`config.mk`:
```
export PLATFORM = sky130hd
export DESIGN_NAME = frame_rx
export DESIGN_NICKNAME = d
export VERILOG_FILES = /design/src/rtl/frx_pkg.sv /design/src/rtl/frx_crc_step.sv /design/src/rtl/frx_gap_timer.sv /design/src/rtl/frame_rx.sv
export SDC_FILE = /design/constraint.sdc
export NUM_CORES = 1
export LEC_CHECK = 0
export BUFFER_PORTS_ARGS = -buffer_cell sky130_fd_sc_hd__buf_2
export CORE_MARGIN = 3
export CORE_UTILIZATION = 59
export DETAILED_ROUTE_END_ITERATION = 10
export GPL_TIMING_DRIVEN = 0
export HOLD_SLACK_MARGIN = 0.02
export PLACE_DENSITY_LB_ADDON = 0.3
export SETUP_SLACK_MARGIN = 0.02
export SLEW_MARGIN = 30
export SYNTH_ARGS = -nofsm -noshare
export SYNTH_HDL_FRONTEND = slang
export SYNTH_SLANG_ARGS = --single-unit
```
`constraint.sdc`:
```
create_clock -name clk -period 2.15 [get_ports clk]
set_input_delay 0.43 -clock clk [delete_from_list [all_inputs] [get_ports clk]]
set_output_delay 0.43 -clock clk [all_outputs]
set_load 0.05 [all_outputs]
```
`src/rtl/frx_pkg.sv`:
```
package frx_pkg;

    typedef enum logic [3:0] {
        ST_HUNT,
        ST_SYNC2,
        ST_TYPE,
        ST_LEN_HI,
        ST_LEN_LO,
        ST_PAY,
        ST_CRC_HI,
        ST_CRC_LO,
        ST_DELIM
    } frx_state_e;

    localparam logic [7:0]  FRX_SYNC_A   = 8'hAA;
    localparam logic [7:0]  FRX_SYNC_B   = 8'h55;
    localparam logic [7:0]  FRX_END      = 8'hFF;
    localparam logic [15:0] FRX_POLY     = 16'h1021;
    localparam logic [15:0] FRX_CRC_INIT = 16'hFFFF;

endpackage

```
`src/rtl/frx_crc_step.sv`:
```
// One byte of a non-reflected CRC, most significant bit first.
module frx_crc_step #(
    parameter int          W    = 16,
    parameter logic [W-1:0] POLY = W'(16'h1021)
) (
    input  logic [W-1:0] crc_in,
    input  logic [7:0]   data,
    output logic [W-1:0] crc_out
);
    logic [W-1:0] acc;
    logic         fb;

    always_comb begin
        acc = crc_in;
        fb  = 1'b0;
        for (int i = 7; i >= 0; i--) begin
            fb  = acc[W-1] ^ data[i];
            acc = {acc[W-2:0], 1'b0};
            if (fb) begin
                acc = acc ^ POLY;
            end
        end
        crc_out = acc;
    end
endmodule

```
`src/rtl/frx_gap_timer.sv`:
```
// Counts idle cycles while armed; fires on the LIMIT-th consecutive one.
module frx_gap_timer #(
    parameter int LIMIT = 40
) (
    input  logic clk,
    input  logic rst_n,
    input  logic armed,
    input  logic activity,
    output logic fire
);
    localparam int TW = (LIMIT < 2) ? 1 : $clog2(LIMIT + 1);

    logic [TW-1:0] cnt_q;

    assign fire = armed && !activity && (cnt_q == TW'(LIMIT - 1));

    always_ff @(posedge clk) begin
        if (!rst_n) begin
            cnt_q <= '0;
        end else if (!armed || activity || fire) begin
            cnt_q <= '0;
        end else begin
            cnt_q <= cnt_q + TW'(1);
        end
    end
endmodule

```
`src/rtl/frame_rx.sv`:
```
module frame_rx
    import frx_pkg::*;
#(
    parameter int MAX_LEN = 64,
    parameter int TIMEOUT = 40,
    parameter int LEN_W   = 16
) (
    input  logic       clk,
    input  logic       rst_n,
    input  logic       in_valid,
    input  logic [7:0] in_byte,
    output logic       out_valid,
    output logic [7:0] out_data,
    output logic       out_last,
    output logic       ack_req,
    output logic       nack_req,
    output logic [7:0] frame_type
);
    localparam int CW = (MAX_LEN < 2) ? 1 : $clog2(MAX_LEN + 1);

    frx_state_e state_q, state_d;

    logic [7:0]       len_hi_q;
    logic [7:0]       crc_hi_q;
    logic [7:0]       type_q;
    logic [15:0]      crc_q;
    logic [15:0]      crc_seed;
    logic [15:0]      crc_next;
    logic [CW-1:0]    rem_q;
    logic             crc_ok_q;
    logic             tmo_fire;
    logic [LEN_W-1:0] len_full;
    logic             too_long;
    logic             is_last_pay;
    logic             good_end;

    assign len_full    = {len_hi_q, in_byte};
    assign too_long    = len_full > LEN_W'(MAX_LEN);
    assign is_last_pay = (rem_q == CW'(1));
    assign good_end    = (in_byte == FRX_END) && crc_ok_q;
    assign crc_seed    = (state_q == ST_TYPE) ? FRX_CRC_INIT : crc_q;
    assign frame_type  = type_q;

    frx_crc_step #(
        .W    (16),
        .POLY (FRX_POLY)
    ) u_crc (
        .crc_in  (crc_seed),
        .data    (in_byte),
        .crc_out (crc_next)
    );

    frx_gap_timer #(
        .LIMIT (TIMEOUT)
    ) u_gap (
        .clk      (clk),
        .rst_n    (rst_n),
        .armed    (state_q != ST_HUNT),
        .activity (in_valid),
        .fire     (tmo_fire)
    );

    // Next-state logic
    always_comb begin
        state_d = state_q;
        if (tmo_fire) begin
            state_d = ST_HUNT;
        end else if (in_valid) begin
            unique case (state_q)
                ST_HUNT:   if (in_byte == FRX_SYNC_A) state_d = ST_SYNC2;
                ST_SYNC2: begin
                    if (in_byte == FRX_SYNC_B)      state_d = ST_TYPE;
                    else if (in_byte == FRX_SYNC_A) state_d = ST_SYNC2;
                    else                            state_d = ST_HUNT;
                end
                ST_TYPE:   state_d = ST_LEN_HI;
                ST_LEN_HI: state_d = ST_LEN_LO;
                ST_LEN_LO: begin
                    if (too_long)                 state_d = ST_HUNT;
                    else if (len_full == '0)      state_d = ST_CRC_HI;
                    else                          state_d = ST_PAY;
                end
                ST_PAY:    if (is_last_pay) state_d = ST_CRC_HI;
                ST_CRC_HI: state_d = ST_CRC_LO;
                ST_CRC_LO: state_d = ST_DELIM;
                ST_DELIM:  state_d = ST_HUNT;
                default:   state_d = ST_HUNT;
            endcase
        end
    end

    // State register
    always_ff @(posedge clk) begin
        if (!rst_n) begin
            state_q <= ST_HUNT;
        end else begin
            state_q <= state_d;
        end
    end

    // Header, CRC and length datapath
    always_ff @(posedge clk) begin
        if (!rst_n) begin
            len_hi_q <= '0;
            crc_hi_q <= '0;
            type_q   <= '0;
            crc_q    <= FRX_CRC_INIT;
            rem_q    <= '0;
            crc_ok_q <= 1'b0;
        end else if (in_valid) begin
            unique case (state_q)
                ST_TYPE: begin
                    type_q <= in_byte;
                    crc_q  <= crc_next;
                end
                ST_LEN_HI: begin
                    len_hi_q <= in_byte;
                    crc_q    <= crc_next;
                end
                ST_LEN_LO: begin
                    rem_q <= len_full[CW-1:0];
                    crc_q <= crc_next;
                end
                ST_PAY: begin
                    rem_q <= rem_q - CW'(1);
                    crc_q <= crc_next;
                end
                ST_CRC_HI: crc_hi_q <= in_byte;
                ST_CRC_LO: crc_ok_q <= ({crc_hi_q, in_byte} == crc_q);
                default: ;
            endcase
        end
    end

    // Output register
    always_ff @(posedge clk) begin
        if (!rst_n) begin
            out_valid <= 1'b0;
            out_data  <= '0;
            out_last  <= 1'b0;
            ack_req   <= 1'b0;
            nack_req  <= 1'b0;
        end else begin
            out_valid <= in_valid && (state_q == ST_PAY);
            out_last  <= in_valid && (state_q == ST_PAY) && is_last_pay;
            ack_req   <= in_valid && (state_q == ST_DELIM) && good_end;
            nack_req  <= in_valid && (state_q == ST_DELIM) && !good_end;
            if (in_valid && (state_q == ST_PAY)) begin
                out_data <= in_byte;
            end
        end
    end
endmodule

```
== Word-level counts from Yosys, hierarchy flattened ==
Cells that the tools add are included.

* Add/sub/neg operators: 2
* Mux-type cells: 17
* Reduce and logical (&&, ||, !) cells: 27
* Bitwise operators: 17
* Order comparisons: 1
* Equal/unequal tests: 16

{| class="wikitable"
|+ Operators with widths
! kind !! number
|-
| $mux W13 || 8
|-
| $pmux W4 S8 || 1
|-
| $not A3 Y3 || 8
|-
| $eq A16 B16 Y1 || 1
|-
| $eq A4 B3 Y1 const B || 4
|-
| $eq A8 B8 Y1 const B || 2
|-
| $gt A16 B7 Y1 const B || 1
|-
| $logic_not A16 Y1 || 1
|-
| $mux W16 || 1
|-
| $pmux W7 S2 || 1
|-
| $reduce_and A2 Y1 || 6
|-
| $eq A4 B2 Y1 const B || 2
|-
| $eq A8 B7 Y1 const B || 1
|-
| $logic_and A1 B1 Y1 || 8
|-
| $mux W4 || 2
|-
| $xor A1 B1 Y1 || 8
|-
| $eq A7 B1 Y1 const B || 1
|-
| $sub A7 B1 Y7 const B || 1
|-
| $add A6 B1 Y6 const B || 1
|-
| $eq A6 B6 Y1 const B || 1
|-
| $eq A4 B1 Y1 const B || 1
|-
| $eq A4 B4 Y1 const B || 1
|-
| $logic_not A4 Y1 || 1
|-
| $mux W2 || 2
|-
| other kinds (11) || 16
|}

* Word-level logic and storage cells: 93
* Output and inout bits: 20
* Flip-flop bits (word level): 70

== Depth between registers and ports, before layout ==
* Depth after elaboration: 18
* Gate-level depth with buffers: 7
* Gate-level depth less buffers: 6

== Cells and area by module ==
A second synthesis with hierarchy kept.

* Cell total of the unflattened synthesis: 442
* Area total of the unflattened synthesis: 3,938.8 µm²

{| class="wikitable"
|+ Modules (own cells, without submodules)
! module !! sequential area each (µm²) !! cells each !! area each (µm²) !! instances
|-
| frame_rx || 1,281.2 || 390 || 3,288.2 || 1
|-
| frx_crc_step || 0.0 || 26 || 395.4 || 1
|-
| frx_gap_timer || 120.1 || 26 || 255.2 || 1
|}

== Worst setup path after synthesis ==
OpenSTA, ideal clock, no wires.

* Path kind: input to register
* Start: in in_byte[0]
* End: reg state_q[1]
* Data required time: 2.077 ns
* Path buffers: 1
* Arrival time: 1.706 ns
* Setup slack: 0.372 ns
* Stages: 6
* Cell sequence: buf_2 nor4_4 nand2_1 a221o_1 or3_1 o22ai_2

* Cells in the longest elaborated chain, start to end: 4
* Elaborated cells on any way between the ends: 10
* Classes of those cells: 1 x order compare; 3 x eq/ne; 4 x mux; 2 x reduce/logical

{| class="wikitable"
|+ Ends and longest elaborated chain
! item !! line !! RTL
|-
| from (decl) || frame_rx.sv:11 || <nowiki>input logic [7:0] in_byte,</nowiki>
|-
| parallel branches: the longest is 4 deep, another holds $gt A16 B7 Y1 || n/a ||
|-
| to (signal assigned) || frame_rx.sv:97 || <nowiki>state_q <= state_d;</nowiki>
|-
| to (decl) || frame_rx.sv:21 || <nowiki>frx_state_e state_q, state_d;</nowiki>
|}

Parallel ways; which one is timed is not known.
A chain may end at the register's enable or synchronous reset.

== Worst setup path after layout ==
* Start: reg state_q[1]
* End: reg crc_q[7]

* Cells in the longest elaborated chain, start to end: 12
* Elaborated cells on any way between the ends: 20
* Classes of those cells: 4 x eq/ne; 9 x mux; 5 x bitwise; 2 x reduce/logical

{| class="wikitable"
|+ Ends and longest elaborated chain
! item !! line !! RTL
|-
| $eq A4 B2 Y1 || frame_rx.sv:41, frame_rx.sv:111 ||
|-
| $mux W16 || frame_rx.sv:41 || <nowiki>assign crc_seed = (state_q == ST_TYPE) ? FRX_CRC_INIT : crc_q;</nowiki>
|-
| $xor A1 B1 Y1 || frx_crc_step.sv:17 || <nowiki>fb = acc[W-1] ^ data[i];</nowiki>
|-
| $mux W13 (5 in series) || frx_crc_step.sv:19 || <nowiki>if (fb) begin</nowiki>
|-
| $not A3 Y3 (no source line) || n/a ||
|-
| $mux W13 (3 in series) || frx_crc_step.sv:19 ||
|-
| to (signal assigned) || frame_rx.sv:114 || <nowiki>crc_q <= crc_next;</nowiki>
|-
| to (signal assigned) || frame_rx.sv:118 || <nowiki>crc_q <= crc_next;</nowiki>
|-
| to (signal assigned) || frame_rx.sv:122 || <nowiki>crc_q <= crc_next;</nowiki>
|-
| to (decl) || frame_rx.sv:26 || <nowiki>logic [15:0] crc_q;</nowiki>
|}

Parallel ways exist; a longest one is shown, timed or not.

==> reports/metrics.csv <==
stage,metric,value,unit
synth,most common cell in the netlist,dfxtp_1,
cts,CTS tree,done,
die,Die Ht,82.8,µm
synth,top cell type by total area after synthesis,dfxtp_1,
timing,RSZ-0062 raised after global routing,no,
critical_path,Crit Path Max Fanout,10,
power,peak supply drop,0.471,mV
layout,combined area of the multi-input logic cells,0.00190,mm²
critical_path,Worst Setup Start Kind,flip-flop,
layout,n_diodes,0,
layout,# nets final,451,
synth,mux contribution to synthesized area,7.19,%
die,IO Pins,31,
synth,"Async S/R FF share, synth",0,%
detailed_routing,# DRC,0,
synth,Cell variety after synth,48,
timing,fin crit period,1890,ps
cts,CTS root buf,clkbuf_8,
timing,Fin. Hold Viols,0,
synth,synthesized flop and latch total,70,
timing,fin. max-slew vios,0,
cts,Clock transition at path regs,70,ps
timing,max_slew headroom,52.6,%
cts,cts bufs inserted,9,
synth,largest family of logic cells by synthesized area,simple AND/OR/NAND/NOR gates,
detailed_routing,via count,3005,
synth,"EDFF count, synth",0,
layout,proportion of layout cells with a drive suffix above 1,13.9,%
detailed_routing,final wirelength,8.23,mm
layout,Reg area,0.00140,mm²
synth,register area share after synthesis,40.2,%
critical_path,CP cell instances,"buf_4, nor4b_4, buf_2, nor2_1, xor2_1, xnor2_1, o211ai_1",
detailed_routing,routed wire length per instance,16.1,µm
power,switching pwr,0.562,mW
global_routing,Overflow after GRT,0,
layout,Filler cells,473,
status,status,completed,
critical_path,worst path required time,2360,ps
synth,share of the synthesized area in the top cell type,40.2,%
timing,clk_skew,6.07,ps
job,max_cap viols,0,
timing,period utilization,87.9,%
cts,largest buffer count on any clock path,2,
global_routing,initial antenna violation count,0,
synth,cell count after synthesis,401,
die,core area,0.00561,mm²
critical_path,crit path DAT,2100,ps
critical_path,Critical path buffers and inverters,2,
synth,Post-Syn Area per Cell,8.68,µm²
die,Die ar.,0.00686,mm²
critical_path,Critical-path top delay cell,nor4b_4,
global_routing,Total GRT Usage,24.9,%
power,Logic pwr share,6.1,%
power,Reg power frac,55.4,%
power,Clk pwr share,38.5,%
synth,Synth Area in Compound Gates,11.2,%
timing,Min Hold Slack,438,ps
power,P_int,1.78,mW
detailed_routing,Vias per Instance,5.87,
synth,top post-synthesis cells by area,"dfxtp_1, xnor2_1, mux2i_1, nor2_1, a21oi_1",
timing,worst slew pin tran,711,ps
worst_hold_path,Hold/Removal Path Class,input pin to flip-flop,
detailed_routing,Routed Antenna Nets,0,
timing,final setup violation count,0,
cts,CTS Sinks,70,
critical_path,cell family with most CP delay,simple AND/OR/NAND/NOR gates,
cts,post-CTS resize count,0,
layout,Area Overhead vs Synth,10.6,%
place,routability cong.,0.910,
cts,Skew-Pair Late Insertion Delay,350,ps
global_routing,largest net degree at the start of global routing,11,
synth,synthesized area,0.00348,mm²
power,Net Sw Frac,24.0,%
cts,H-tree depth,3,
die,Starting Density,62.1,%
die,die width,82.8,µm
synth,Post-Synth Simple-Gate Area,22.0,%
cts,cts hold-fix bufs,0,
place,Final HPWL DP,5.73,mm
power,Leak,1.50,nW
synth,most instantiated cells after synthesis,"dfxtp_1, nor2_1, xnor2_1, a21oi_1, nand2_1",
global_routing,vias in the first global route,2903,
critical_path,critical path class,flip-flop to flip-flop,
critical_path,crit end category,flip-flop,
synth,Main synth FF type,dfxtp_1,
detailed_routing,DR iter-0 viols,321,
timing,Fmax,529,MHz
synth,yosys warns,0,
detailed_routing,drt pass-1 iters,5,
synth,post-synthesis net count,415,
cts,post-CTS setup-driven buffer insertion count,0,
critical_path,CP max stage delay,460,ps
die,num rows,27,
synth,xor and xnor area share after synthesis,13.1,%
place,IO buf count,25,
global_routing,first-pass GRT wire length,14.0,mm
power,PD cells,607,mW/mm²
timing,setup TNS,0,ps
synth,adder-cell area share of the yosys netlist,1.08,%
[cells by family after synthesis]
group	count (synthesis)
multiplexers	25
buffers and inverters	38
flip-flops	70
adder cells (fa/ha/maj)	3
AND/OR/NAND/NOR	150
XOR/XNOR	52
AO/OA/AOI/OAI	63
[sequential cells by signal, indices dropped and copies added, names as in the netlist]
signal / flops
crc_q: 16
state_q: 4
u_gap.cnt_q: 6
rem_q: 7
out_last: 1
crc_hi_q: 8
out_valid: 1
frame_type: 8
ack_req: 1
crc_ok_q: 1
nack_req: 1
out_data: 8
len_hi_q: 8
[cell usage in the layout (no fill, tap or decap), types with 2 or more instances in the layout]
master,count
o31ai_1,2
clkbuf_8,10
buf_4,2
and4_1,2
xnor2_1,38
buf_2,38
clkbuf_1,16
a221oi_1,4
a21oi_1,27
mux2i_1,25
o21ai_0,11
nor3_1,6
inv_1,5
buf_6,2
xor2_1,14
o211ai_1,7
or3_1,3
nand4_1,8
nor3b_1,4
nand4b_1,2
a211oi_1,3
dfxtp_1,70
nor2_1,62
clkinv_2,2
nor4_1,5
nor2b_1,4
nand2_1,26
ha_1,3
nand3_1,16
a22oi_1,2
and3_1,2
[cell type report]
cell class | count | area share, %
Sequential cell | 70 | 36.4
Timing Repair Buffer | 25 | 3.25
Inverter | 6 | 0.585
Multi-Input combinational cell | 293 | 49.3
Clock buffer | 12 | 3.77
Buffer | 32 | 4.12
Tap cell | 72 | 2.34
Clock inverter | 2 | 0.260
[worst paths after layout]
kind,endpoint,startpoint,depth (start not counted),slack [ps]
setup / recovery,crc_q[7]$_SDFFE_PN1P_,state_q[1]$_SDFFE_PP0P_,7,260
hold / removal,state_q[1]$_SDFFE_PP0P_,rst_n,3,440
setup reg to reg,crc_q[7]$_SDFFE_PN1P_,state_q[1]$_SDFFE_PP0P_,7,260
hold reg to reg,u_gap.cnt_q[0]$_SDFF_PP0_,u_gap.cnt_q[0]$_SDFF_PP0_,1,450
[per-layer routing]
metal / vias up / global-route usage [%] / wire length, µm
met3: 18 / 3.77 / 471
li1: 1449 / - / -
met1: 1434 / 32.9 / 3770
met5: - / 0 / 0
met2: 104 / 41.5 / 3820
met4: 0 / 8.62 / 160
[power by group through the flow]
stage / clock network (mW) / logic (mW) / registers (mW)
floorplan: 0 / 0.0983 / 1.33
global placement: 0 / 0.137 / 1.33
detailed placement: 0 / 0.139 / 1.33
CTS: 0.903 / 0.140 / 1.30
global route: 0.968 / 0.153 / 1.30
finish: 0.902 / 0.142 / 1.30
[worst reg2reg max path: stages (launching register included)]
cell      delay, ps
dfxtp_1         320
buf_4           160
nor4b_4         460
buf_2           320
nor2_1           70
xor2_1          190
xnor2_1         140
o211ai_1         90
[metrics by stage]
| step | worst slack (ps) | util, % | power, mW | area (µm²) | cells |
|---|---|---|---|---|---|
| after global routing | 171 | 68.7 | 2.42 | 3850 | 512 |
| after detailed placement | 37.3 | 65.9 | 1.47 | 3700 | 498 |
| final | 260 | 68.7 | 2.34 | 3850 | 512 |
| after CTS | 292 | 68.7 | 2.34 | 3850 | 512 |
| after global placement | 60.1 | 65.9 | 1.46 | 3700 | 498 |
| after floorplan | 372 | - | 1.42 | 3480 | 401 |
Note: power is estimated with default switching activity, not from simulation.
